## src/rtl/sdspi_init_pkg.sv

```systemverilog
package sdspi_init_pkg;

    typedef enum logic [1:0] {
        RES_FAIL = 2'b00,
        RES_V1   = 2'b01,
        RES_V2   = 2'b10,
        RES_HC   = 2'b11
    } card_res_e;

    typedef enum logic [3:0] {
        ST_IDLE,
        ST_PRE,
        ST_GO_IDLE,
        ST_IF_COND,
        ST_V1_APP,
        ST_V1_OP,
        ST_V2_OCR,
        ST_V2_APP,
        ST_V2_OP,
        ST_V2_OCR_END,
        ST_BLKLEN
    } seq_st_e;

    typedef struct packed {
        logic [5:0]  idx;
        logic [31:0] arg;
        logic [7:0]  crc;
    } cmd_fields_t;

    localparam logic [7:0]  STAT_IDLE         = 8'h01;
    localparam logic [7:0]  STAT_IDLE_ILLEGAL = 8'h05;
    localparam logic [7:0]  STAT_READY        = 8'h00;
    localparam logic [31:0] ARG_IF_COND       = 32'h0000_01AA;
    localparam logic [31:0] ARG_HCS           = 32'h4000_0000;
    localparam logic [31:0] ARG_BLOCK_LEN     = 32'd512;
    localparam logic [7:0]  CRC_FIXED         = 8'h95;
    localparam logic [7:0]  CRC_IF_COND       = 8'h87;

    function automatic logic is_cmd_state(seq_st_e s);
        return (s != ST_IDLE) && (s != ST_PRE);
    endfunction

endpackage

```

## src/rtl/sdspi_cmd_table.sv

```systemverilog
module sdspi_cmd_table
    import sdspi_init_pkg::*;
(
    input  seq_st_e     st,
    output cmd_fields_t fields,
    output logic        active
);
    always_comb begin
        fields = '{idx: 6'd0, arg: 32'd0, crc: CRC_FIXED};
        active = is_cmd_state(st);
        case (st)
            ST_GO_IDLE:    fields.idx = 6'd0;
            ST_IF_COND:    begin fields.idx = 6'd8;  fields.arg = ARG_IF_COND; fields.crc = CRC_IF_COND; end
            ST_V1_APP,
            ST_V2_APP:     fields.idx = 6'd55;
            ST_V1_OP:      fields.idx = 6'd41;
            ST_V2_OP:      begin fields.idx = 6'd41; fields.arg = ARG_HCS; end
            ST_V2_OCR,
            ST_V2_OCR_END: fields.idx = 6'd58;
            ST_BLKLEN:     begin fields.idx = 6'd16; fields.arg = ARG_BLOCK_LEN; end
            default:       fields = '{idx: 6'd0, arg: 32'd0, crc: CRC_FIXED};
        endcase
    end
endmodule

```

## src/rtl/sdspi_step_counter.sv

```systemverilog
module sdspi_step_counter #(
    parameter int LIMIT = 16
) (
    input  logic clk,
    input  logic rst,
    input  logic clear,
    input  logic inc,
    output logic at_last
);
    localparam int CW = $clog2(LIMIT + 1);
    logic [CW-1:0] cnt;

    always_ff @(posedge clk) begin
        if (rst || clear)
            cnt <= '0;
        else if (inc && !at_last)
            cnt <= cnt + 1'b1;
    end

    assign at_last = (cnt == CW'(LIMIT - 1));
endmodule

```

## src/rtl/sdspi_init_seq.sv

```systemverilog
module sdspi_init_seq
    import sdspi_init_pkg::*;
#(
    parameter int PREAMBLE_BYTES = 16,
    parameter int RETRY_MAX      = 5000
) (
    input  logic        clk,
    input  logic        rst,
    input  logic        start,
    output logic        dummy_req,
    input  logic        dummy_ack,
    output logic        cmd_req,
    output logic [5:0]  cmd_idx,
    output logic [31:0] cmd_arg,
    output logic [7:0]  cmd_crc,
    input  logic        rsp_valid,
    input  logic [7:0]  rsp_status,
    input  logic        rsp_timeout,
    output logic        fast_clk_sel,
    output logic        addr_byte_mode,
    output logic        busy,
    output logic        done,
    output logic [1:0]  result
);
    seq_st_e     state;
    card_res_e   res_q, ident_q;
    cmd_fields_t fields;
    logic        cmd_active, pre_last, retry_last;
    logic        fast_q, addr_q, done_q;
    logic        rsp_ok;

    assign rsp_ok = rsp_valid && !rsp_timeout;

    sdspi_cmd_table u_table (
        .st     (state),
        .fields (fields),
        .active (cmd_active)
    );

    sdspi_step_counter #(.LIMIT(PREAMBLE_BYTES)) u_pre_cnt (
        .clk     (clk),
        .rst     (rst),
        .clear   (state == ST_IDLE),
        .inc     ((state == ST_PRE) && dummy_ack),
        .at_last (pre_last)
    );

    sdspi_step_counter #(.LIMIT(RETRY_MAX)) u_retry_cnt (
        .clk     (clk),
        .rst     (rst),
        .clear   (state == ST_IF_COND),
        .inc     (rsp_valid && ((state == ST_V1_OP) || (state == ST_V2_OP))),
        .at_last (retry_last)
    );

    always_ff @(posedge clk) begin
        if (rst) begin
            state   <= ST_IDLE;
            res_q   <= RES_FAIL;
            ident_q <= RES_FAIL;
            fast_q  <= 1'b0;
            addr_q  <= 1'b0;
            done_q  <= 1'b0;
        end else begin
            done_q <= 1'b0;
            case (state)
                ST_IDLE: if (start) begin
                    state  <= ST_PRE;
                    res_q  <= RES_FAIL;
                    fast_q <= 1'b0;
                    addr_q <= 1'b0;
                end
                ST_PRE: if (dummy_ack && pre_last) state <= ST_GO_IDLE;
                ST_GO_IDLE: if (rsp_valid) begin
                    if (rsp_ok && rsp_status == STAT_IDLE) state <= ST_IF_COND;
                    else begin state <= ST_IDLE; done_q <= 1'b1; end
                end
                ST_IF_COND: if (rsp_valid) begin
                    if (rsp_ok && rsp_status == STAT_IDLE) state <= ST_V2_OCR;
                    else if (rsp_ok && rsp_status == STAT_IDLE_ILLEGAL) state <= ST_V1_APP;
                    else begin state <= ST_IDLE; done_q <= 1'b1; end
                end
                ST_V1_APP: if (rsp_valid) state <= ST_V1_OP;
                ST_V1_OP: if (rsp_valid) begin
                    if (rsp_ok && rsp_status == STAT_READY) begin
                        addr_q  <= 1'b1;
                        ident_q <= RES_V1;
                        state   <= ST_BLKLEN;
                    end else if (retry_last) begin
                        state <= ST_IDLE; done_q <= 1'b1;
                    end else state <= ST_V1_APP;
                end
                ST_V2_OCR: if (rsp_valid) state <= ST_V2_APP;
                ST_V2_APP: if (rsp_valid) state <= ST_V2_OP;
                ST_V2_OP: if (rsp_valid) begin
                    if (rsp_ok && rsp_status == STAT_READY) state <= ST_V2_OCR_END;
                    else if (retry_last) begin
                        state <= ST_IDLE; done_q <= 1'b1;
                    end else state <= ST_V2_OCR;
                end
                ST_V2_OCR_END: if (rsp_valid) begin
                    addr_q  <= 1'b0;
                    ident_q <= RES_V2;
                    state   <= ST_BLKLEN;
                end
                ST_BLKLEN: if (rsp_valid) begin
                    if (rsp_ok && rsp_status == STAT_READY) begin
                        res_q  <= ident_q;
                        fast_q <= 1'b1;
                    end
                    state  <= ST_IDLE;
                    done_q <= 1'b1;
                end
                default: state <= ST_IDLE;
            endcase
        end
    end

    assign dummy_req      = (state == ST_PRE);
    assign cmd_req        = cmd_active;
    assign cmd_idx        = fields.idx;
    assign cmd_arg        = fields.arg;
    assign cmd_crc        = fields.crc;
    assign fast_clk_sel   = fast_q;
    assign addr_byte_mode = addr_q;
    assign busy           = (state != ST_IDLE);
    assign done           = done_q;
    assign result         = res_q;
endmodule

```

## config.mk

```make
export PLATFORM = sky130hd
export DESIGN_NAME = sdspi_init_seq
export DESIGN_NICKNAME = d
export VERILOG_FILES = /design/src/rtl/sdspi_init_pkg.sv /design/src/rtl/sdspi_cmd_table.sv /design/src/rtl/sdspi_step_counter.sv /design/src/rtl/sdspi_init_seq.sv
export SDC_FILE = /design/constraint.sdc
export NUM_CORES = 1
export LEC_CHECK = 0
export BUFFER_PORTS_ARGS = -buffer_cell sky130_fd_sc_hd__buf_2
export CORE_UTILIZATION = 45
export CTS_CLUSTER_SIZE = 24
export DETAILED_ROUTE_END_ITERATION = 6
export HOLD_SLACK_MARGIN = 0.15
export PLACE_DENSITY = 0.72
export SYNTH_ARGS = -nofsm -noshare
export SYNTH_HDL_FRONTEND = slang
export SYNTH_SLANG_ARGS = --single-unit
```

## constraint.sdc

```tcl
create_clock -name clk -period 3.4 [get_ports clk]
set_input_delay 0.68 -clock clk [delete_from_list [all_inputs] [get_ports clk]]
set_output_delay 0.68 -clock clk [all_outputs]
set_load 0.01 [all_outputs]
```

==> results of run 1 <==
==> cells in the final DEF, fill, tap and decap left out, types with 3 or more instances in the layout <==
cell                         n
sky130_fd_sc_hd__or3_1       4
sky130_fd_sc_hd__conb_1     31
sky130_fd_sc_hd__and3_1      4
sky130_fd_sc_hd__o2bb2ai_1   3
sky130_fd_sc_hd__inv_1       7
sky130_fd_sc_hd__buf_2      36
sky130_fd_sc_hd__nand2_1    22
sky130_fd_sc_hd__nor2_1     24
sky130_fd_sc_hd__a22oi_1     3
sky130_fd_sc_hd__nand3_1     7
sky130_fd_sc_hd__nor3_1      9
sky130_fd_sc_hd__a21oi_1    11
sky130_fd_sc_hd__clkbuf_8    5
sky130_fd_sc_hd__nand2b_1    4
sky130_fd_sc_hd__xor2_1      6
sky130_fd_sc_hd__dfxtp_1    29
sky130_fd_sc_hd__ha_1        3
sky130_fd_sc_hd__nor4_1      6
sky130_fd_sc_hd__nor2b_1     4
sky130_fd_sc_hd__xnor2_1     7
sky130_fd_sc_hd__nand4_1     5
sky130_fd_sc_hd__o21ai_0     7
sky130_fd_sc_hd__nand3b_1    3
==> power groups by stage <==
stage | clock network (W) | logic (W) | registers [W]
after CTS | 0.000292 | 0.000524 | 0.000453
after global placement | 0 | 0.000516 | 0.000459
after global routing | 0.000302 | 0.000582 | 0.000464
after detailed placement | 0 | 0.000522 | 0.000462
after floorplan | 0 | 0.000469 | 0.000393
final | 0.000281 | 0.000523 | 0.000456
==> worst max-delay path, stage by stage, from the launching register on <==
cell and delay, ns:
sky130_fd_sc_hd__dfxtp_1 0.71, sky130_fd_sc_hd__clkinv_1 0.40, sky130_fd_sc_hd__nand2_1 0.24, sky130_fd_sc_hd__o22ai_1 0.12, sky130_fd_sc_hd__or2_2 0.27, sky130_fd_sc_hd__buf_2 0.14
==> metrics by stage <==
stage | power [W] | util [%] | hold slack, ns
after floorplan | 0.0008615 | - | 0.4363
after global placement | 0.0009758 | 49.22 | 0.4400
after detailed placement | 0.0009842 | 49.22 | 0.4451
after CTS | 0.001270 | 51.32 | 0.4549
after global routing | 0.001349 | 51.32 | 0.4935
final | 0.001261 | 51.32 | 0.4488
==> state kept, by name, indices dropped and copies added (netlist names) <==
name and count:
u_retry_cnt.cnt 13, fast_clk_sel 1, u_pre_cnt.cnt 5, done 1, addr_byte_mode 1, ident_q 2, state 4, result 2
==> routing by layer <==
layer	GRT usage (%)	routed length, um	up-vias
li1	-	-	886
met1	23.82	1846	779
met2	29.66	1862	53
met3	4.441	272	8
met4	9.635	62	0
met5	0	0	-
==> cells by family (layout without fill, tap and decap cells) <==
kind of cell	count (synthesis)	after routing
flip-flops	29	29
AND/OR/NAND/NOR	104	104
adder cells (fa/ha/maj)	3	3
buffers and inverters	57	54
other	2	31
multiplexers	2	2
XOR/XNOR	13	13
AO/OA/AOI/OAI	44	44
==> cell type report <==
class                   instances  area share [%]
well taps                      50           2.962
clock inverters                 3          0.8294
repair buffers                 37           8.886
clock buffers                   5           3.258
multi-input cells             197           54.98
inverters                       9           1.600
flip-flops and latches         29           27.49
==> worst max path at each step <==
stage               startpoint          to  slack, ns  cells past startpoint
floorplan             state[2]  cmd_idx[4]       1.20                      5
global placement      state[3]  cmd_idx[4]       0.97                      5
detailed placement    state[3]  cmd_idx[4]       0.90                      5
CTS                   state[3]  cmd_idx[4]       0.58                      5
global route          state[3]  cmd_idx[4]       0.46                      5
finish                state[3]  cmd_idx[4]       0.56                      5
==> reports/metrics.sh, run 1 <==
OUTCOME='complete, no violations'
VIAS_PER_CELL=5.230
DRT_PASS1_ITERATIONS=4
FLOORPLAN.INITIALDENSITY_PCT=48.37
MAPPEDNETLISTAREA_UM2=1991
ROUTED_WL_UM=4044
DIE_HEIGHT_UM=68.51
CTS.REPAIR.RESIZED=0
CRITICAL_PATH.MAX_FANOUT=19
NUMPORTBUFFERS=36
WORST-ENDPOINT-REQUIRED_NS=2.72
TIMING_WORST_SLEW_PIN_VALUE_NS=0.7661
MIN-DELAY-PATH-CLASS='flip-flop to flip-flop'
AREA.GROWTH.SYNTH_TO_FINAL_PCT=6.097
CRIT_PATH_END_KIND='primary output'
REPORT.FINAL.SLEW_VIOL_COUNT=0
TOTALNEGATIVESETUPSLACK_NS=0
CTS_TREE='built'
ANTENNA_FOUND_INITIAL=0
CRITICALPATHCATEGORY='flip-flop to primary output'
PERIOD_NEEDED_NS=2.839
SYNTHDISTINCTLIBCELLS=53
WHS_PATH_DEPTH=2
CAP_VIOL_MAX_COUNT=0
POWER_FRAC_SEQ_PCT=36.2
MULTIINPUTGATEAREA_UM2=1161
SHARE_CLK_OF_TOTAL_POWER_PCT=22.3
WHS_ENDPOINT='fast_clk_sel'
FINISH.CELL_COUNT_WITHOUT_FILLERS=330
FILLERINSTANCES=417
CLOCK_TRANSITION_AT_THE_REGISTERS_OF_THE_REPORTED_PATHS_NS=0.06
ROUTE.VIAS.TOTAL=1726
DESIGN.CORE.AREA_UM2=4115
ADDER_CELL_FRACTION_OF_SYNTH_AREA_PCT=1.886
POST-ROUTE-WORST-SETUP-SLACK_NS=0.5615
POST_SYNTH_MUX_AREA_SHARE_PCT=1.006
GATE_COUNT_POST_SYNTH=254
TRITONCTS.NUM_BUFFERS=5
SYNTH-COMPOUND-AREA-SHARE_PCT=15.90
PROPORTION_OF_NETLIST_AREA_HELD_BY_THE_LARGEST_AREA_CONTRIBUTOR_PCT=29.16
FINALSETUPVIOLCOUNT=0
CTS-HOLD-FIX-BUFFERS=0
SYNTH_SEQ_CELLS=29
POST-CTS-SETUP-BUFFER-COUNT=0
TIMING_LIMITED_MAXIMUM_FREQUENCY_MHz=352.3
CTSHTREEMAXLEVEL=2
GRT.TOTAL_USAGE_PCT=18.84
REG2REG_TO='u_retry_cnt.cnt[8]'
CLK-INSERTION-DELAY-LATE_NS=0.29
CP-START-KIND='flip-flop'
CTS-ROOT-BUF='sky130_fd_sc_hd__clkbuf_8'
SYNTH_MOST_COMMON_CELL='sky130_fd_sc_hd__buf_4'
ROUTE.ANTENNA.REMAINING_NETS=0
NUMBER_OF_WARNINGS_REPORTED_IN_THE_YOSYS_SYNTHESIS_LOG=0
SYNTHARSTFLOPSHARE_PCT=0
POWER.SWITCHING_FRACTION_PCT=42.96
SYNTHSIMPLEGATEAREAFRAC_PCT=27.97
ANTENNADIODECOUNT=0
FINAL-HOLD-VIOLATION-COUNT=0
CRITICAL_PATH.REG2REG.STARTPOINT='state[3]'
SYNTH_FLOP_CELL='sky130_fd_sc_hd__dfxtp_1'
FF_LATCH_AREA_UM2=580.6
FIRST_GLOBAL_VIAS=1476
SYNTH.TOP_CELLS.BY_AREA='sky130_fd_sc_hd__dfxtp_1 (29%), sky130_fd_sc_hd__buf_4 (14%), sky130_fd_sc_hd__nor2_1 (4.5%)'
SYNTH.YOSYS.SEQ_AREA_SHARE_PCT=29.16
SLEW_HEADROOM_PCT=48.86
IR_DROP_V=0.0002594
POST_SYNTH_XOR_XNOR_AREA_PCT=5.720
PRECTSSETUPSLACK_NS=0.8958
DIE_AREA_UM2=4694
CELLPOWERDENSITY_nW_PER_UM2=596.9
AVGROUTEDWIREPERCELL_UM=12.25
CHIPWIDTH_UM=68.51
P_SW_W=0.0005415
GRT_OVERFLOW_TOTAL=0
FINAL_LAYOUT_SIZE_SUFFIX_GT1_SHARE_PCT=18.21
NUM_IO_PINS=68
COMB_POWER_SHARE_PCT=41.5
POST-ROUTE-DRC-COUNT=0
COUNT_OF_FLIP_FLOPS_WITH_A_BUILT_IN_ENABLE_AFTER_SYNTHESIS=0
MIN_PERIOD_OVER_PERIOD_PCT=83.49
FINALWEIGHTEDCONGESTION=0.8219
GRT_MAX_DEGREE=26
GRT_FIRST_PASS_WIRELENGTH_UM=6492
SKEW_NS=0.001298
SYNTH.AVG_CELL_AREA_UM2=7.837
SYNTH_TOP_FAMILY_BY_AREA='simple AND/OR/NAND/NOR gates'
NUM_ROWS=23
DETAIL_ROUTE.ITER0.VIOLATIONS=126
PLACE_HPWL_UM=2985
SYNTH.LARGEST_AREA_CELL='sky130_fd_sc_hd__dfxtp_1'
STDCELL_AREA_UM2=2112
DPL-INSTANCE-AREA_UM2=2026
MAX-CLOCK-PATH-BUFFERS=2
SYNTHTOPCELLSBYCOUNT='sky130_fd_sc_hd__buf_4 (38), sky130_fd_sc_hd__dfxtp_1 (29), sky130_fd_sc_hd__nor2_1 (24)'
RSZ0062_AT_GRT='false'
LAYOUT.NETS=296
P_LEAK_nW=0.8755
CP.ARRIVAL_NS=2.16
SETUP_SLACK_OF_THE_WORST_REGISTER_TO_REGISTER_PATH_NS=1.12
WORST_HOLD_STARTPOINT='fast_clk_sel'
WORSTREGTOREGCELLS=4
CLKSINKCOUNT=29
NUMPLACEDINSTANCES=322
INTERNAL_POWER_W=0.0007190
(Power assumes the default switching activity.)
==> run 2: changes to the inputs <==
--- a/config.mk
+++ b/config.mk
@@ -5,12 +5,13 @@
 export SDC_FILE = /design/constraint.sdc
 export NUM_CORES = 1
 export LEC_CHECK = 0
+export ABC_AREA = 1
 export BUFFER_PORTS_ARGS = -buffer_cell sky130_fd_sc_hd__buf_2
 export CORE_UTILIZATION = 45
 export CTS_CLUSTER_SIZE = 24
 export DETAILED_ROUTE_END_ITERATION = 6
 export HOLD_SLACK_MARGIN = 0.15
-export PLACE_DENSITY = 0.72
+export PLACE_DENSITY = 0.71
 export SYNTH_ARGS = -nofsm -noshare
 export SYNTH_HDL_FRONTEND = slang
 export SYNTH_SLANG_ARGS = --single-unit
==> constraint.sdc (replaced) <==
create_clock -name clk -period 2.9 [get_ports clk]
set_input_delay 0.58 -clock clk [delete_from_list [all_inputs] [get_ports clk]]
set_output_delay 0.58 -clock clk [all_outputs]
set_load 0.01 [all_outputs]
==> run 2 against run 1 <==
The run now ends with DRC left. First-iteration DRC count shrank 40%. Total power shrank 16%. Largest cell class unchanged. Clock power grew 11%. Critical endpoint unchanged.
==> reports/metrics.sh, run 2 <==
OUTCOME='finished, violations left'
FAILED_CHECKS='DRC'
NUM_ROWS=24
LARGESTREGISTERS='u_retry_cnt.cnt (13), u_pre_cnt.cnt (5), state (4)'
CRITICAL_PATH.MAX_FANOUT=8
FINAL-HOLD-VIOLATION-COUNT=0
CP-START-KIND='flip-flop'
CRIT_PATH_CELL_TRACE='nor2_2 > nand2_1 > inv_1 > a21oi_1 > nand3_1 > buf_2'
CTSHTREEMAXLEVEL=2
NUMBER_OF_WARNINGS_REPORTED_IN_THE_YOSYS_SYNTHESIS_LOG=0
VIAS_PER_CELL=4.624
PLACE_HPWL_UM=3202
CHIPWIDTH_UM=70.98
GRT_OVERFLOW_TOTAL=0
SYNTH_SEQ_CELLS=29
MIN_PERIOD_OVER_PERIOD_PCT=74.39
AREA.GROWTH.SYNTH_TO_FINAL_PCT=5.435
FLOORPLAN.INITIALDENSITY_PCT=47.85
CRIT_PATH_MAX_INCR_DELAY_NS=0.49
AVGROUTEDWIREPERCELL_UM=10.03
CRIT_PATH_END_KIND='primary output'
CTS_TREE='built'
DPL-INSTANCE-AREA_UM2=2177
DIE_AREA_UM2=5037
SYNTH.LARGEST_AREA_CELL='sky130_fd_sc_hd__dfxtp_1'
PERIOD_NEEDED_NS=2.157
POST-ROUTE-DRC-COUNT=11
CRIT_BUF_INV=2
DIE_HEIGHT_UM=70.98
ROUTED_WL_UM=4164
NUM_IO_PINS=68
COUNT_OF_FLIP_FLOPS_WITH_A_BUILT_IN_ENABLE_AFTER_SYNTHESIS=0
P_LEAK_nW=1.071
SYNTH.TOP_CELLS.BY_AREA='sky130_fd_sc_hd__dfxtp_1 (27%), sky130_fd_sc_hd__nand2_1 (15%), sky130_fd_sc_hd__buf_4 (13%)'
CTS-ROOT-BUF='sky130_fd_sc_hd__clkbuf_8'
FILLERINSTANCES=469
SYNTHTOPCELLSBYCOUNT='sky130_fd_sc_hd__nand2_1 (85), sky130_fd_sc_hd__buf_4 (37), sky130_fd_sc_hd__inv_1 (36)'
MAX_FLOP_REGISTER='u_retry_cnt.cnt'
CELLPOWERDENSITY_nW_PER_UM2=470.5
ANTENNA_FOUND_INITIAL=0
SYNTH.AVG_CELL_AREA_UM2=6.448
FINAL_LAYOUT_SIZE_SUFFIX_GT1_SHARE_PCT=16.80
GRT_FIRST_PASS_WIRELENGTH_UM=6969
WORST-ENDPOINT-REQUIRED_NS=2.32
SYNTHDISTINCTLIBCELLS=36
MIN-DELAY-PATH-CLASS='flip-flop to flip-flop'
MAX-CLOCK-PATH-BUFFERS=2
SYNTH_FLOP_CELL='sky130_fd_sc_hd__dfxtp_1'
SYNTHARSTFLOPSHARE_PCT=0
LARGEST_REGISTER_FFS=13
NUMPORTBUFFERS=36
PROPORTION_OF_NETLIST_AREA_HELD_BY_THE_LARGEST_AREA_CONTRIBUTOR_PCT=27.12
RSZ0062_AT_GRT='false'
CTS-HOLD-FIX-BUFFERS=0
FINALWEIGHTEDCONGESTION=0.8339
SYNTH_MOST_COMMON_CELL='sky130_fd_sc_hd__nand2_1'
POST-CTS-SETUP-BUFFER-COUNT=0
FINAL_CORE_UTILIZATION_PCT=50.45
CLKSINKCOUNT=29
FIRST_GLOBAL_VIAS=1637
ROUTE.VIAS.TOTAL=1919
DRT_PASS1_ITERATIONS=7
CAP_VIOL_MAX_COUNT=0
IR_DROP_V=0.0002543
GRT_MAX_DEGREE=15
CLK-INSERTION-DELAY-LATE_NS=0.27
CLOCK_TRANSITION_AT_THE_REGISTERS_OF_THE_REPORTED_PATHS_NS=0.06
TIMING_WORST_SLEW_PIN_VALUE_NS=0.5456
GATE_COUNT_POST_SYNTH=332
TRITONCTS.NUM_BUFFERS=5
CPLARGESTDELAYFAMILY='flip-flops'
SKEW_NS=0.003021
FINAL_COMMON_CELL='sky130_fd_sc_hd__nand2_1'
SLEW_HEADROOM_PCT=63.34
STDCELL_AREA_UM2=2257
CP.ARRIVAL_NS=1.58
FINALSETUPVIOLCOUNT=0
MAPPEDNETLISTAREA_UM2=2141
DESIGN.CORE.AREA_UM2=4474
GRT.TOTAL_USAGE_PCT=17.47
LAYOUT.NETS=379
TOTALNEGATIVESETUPSLACK_NS=0
TIMING_LIMITED_MAXIMUM_FREQUENCY_MHz=463.5
SYNTH.YOSYS.SEQ_AREA_SHARE_PCT=27.12
ANTENNADIODECOUNT=0
CRITICAL-PATH-SLOWEST-CELL='sky130_fd_sc_hd__dfxtp_1'
ROUTE.ANTENNA.REMAINING_NETS=0
CTS.REPAIR.RESIZED=0
MOSTFREQUENTLAYOUTCELLS='sky130_fd_sc_hd__nand2_1 (85), sky130_fd_sc_hd__inv_1 (36), sky130_fd_sc_hd__buf_2 (36), sky130_fd_sc_hd__nor2_1 (32), sky130_fd_sc_hd__conb_1 (31)'
CRITICALPATHCATEGORY='flip-flop to primary output'
DETAIL_ROUTE.ITER0.VIOLATIONS=76
REPORT.FINAL.SLEW_VIOL_COUNT=0
## run 2: cell count changes after synthesis, moves of 5 or more
cell                      previous run  this run
sky130_fd_sc_hd__nand2_1            22        85
sky130_fd_sc_hd__inv_1               7        36
sky130_fd_sc_hd__a21oi_1            11        27
sky130_fd_sc_hd__nand3_1             7        20
sky130_fd_sc_hd__nor2_1             24        32
sky130_fd_sc_hd__nor4_1              6         0
sky130_fd_sc_hd__buf_1               5         0
sky130_fd_sc_hd__nor2_2              0         5
sky130_fd_sc_hd__xnor2_1             7         2
## run 2: power by group
part / leakage, nW / total, W / switching (W) / internal (W)
clock: 0.0395 / 0.000312 / 0.000142 / 0.000170
combinational: 0.798 / 0.000308 / 0.000208 / 0.0000998
sequential: 0.234 / 0.000443 / 0.0000248 / 0.000418
## run 2: metrics by stage
stage	cells	worst slack [ns]	total power, W	hold slack, ns
2_1_floorplan	361	1.185	0.0007141	0.4263
3_3_place_gp	407	0.9614	0.0007542	0.4476
3_5_place_dp	407	0.9130	0.0007547	0.4523
4_1_cts	415	0.7284	0.001072	0.4613
5_1_grt	415	0.5912	0.001134	0.4888
6_report	415	0.7426	0.001062	0.4574
## run 2: final timing paths
check / from / end / slack (ns) / cells after the start
worst max-delay path: state[1] / cmd_idx[4] / 0.74 / 6
worst min-delay path: ident_q[1] / ident_q[1] / 0.46 / 2
worst max register to register: u_retry_cnt.cnt[0] / u_retry_cnt.cnt[5] / 1.05 / 8
worst min register to register: ident_q[1] / ident_q[1] / 0.46 / 2
## run 2: cell type report
cell class	instances	area [um^2]	share of cell area [%]
clock buffer	8	80.08	3.548
inverter	40	153.9	6.818
multi-input combinational	250	1197	53.05
sequential	29	580.6	25.72
tap	52	65.06	2.882
timing repair buffer	36	180.2	7.982
## run 2: cell families after synthesis
family / synth area share (%)
adder cells (fa/ha/maj): 1.754
AO/OA/AOI/OAI: 10.11
other: 0.3508
flip-flops: 27.12
buffers and inverters: 22.03
XOR/XNOR: 2.864
AND/OR/NAND/NOR: 35.77
## run 2: worst reg2reg max path: cells and delay by family (launching register included)
kind                       cells  cell delay (ns)
AOI/OAI and AO/OA              1             0.07
adders and majority gates      1             0.23
buffers and inverters          1             0.21
DFF                            1             0.37
and+or+nand+nor                5             0.83
## run 2: metal layers
| layer | wire, um | GRT usage (%) |
|---|---|---|
| met4 | 72 | 8.222 |
| met3 | 239 | 4.274 |
| met2 | 1783 | 28.31 |
| met1 | 2069 | 21.88 |
| met5 | 0 | 0 |
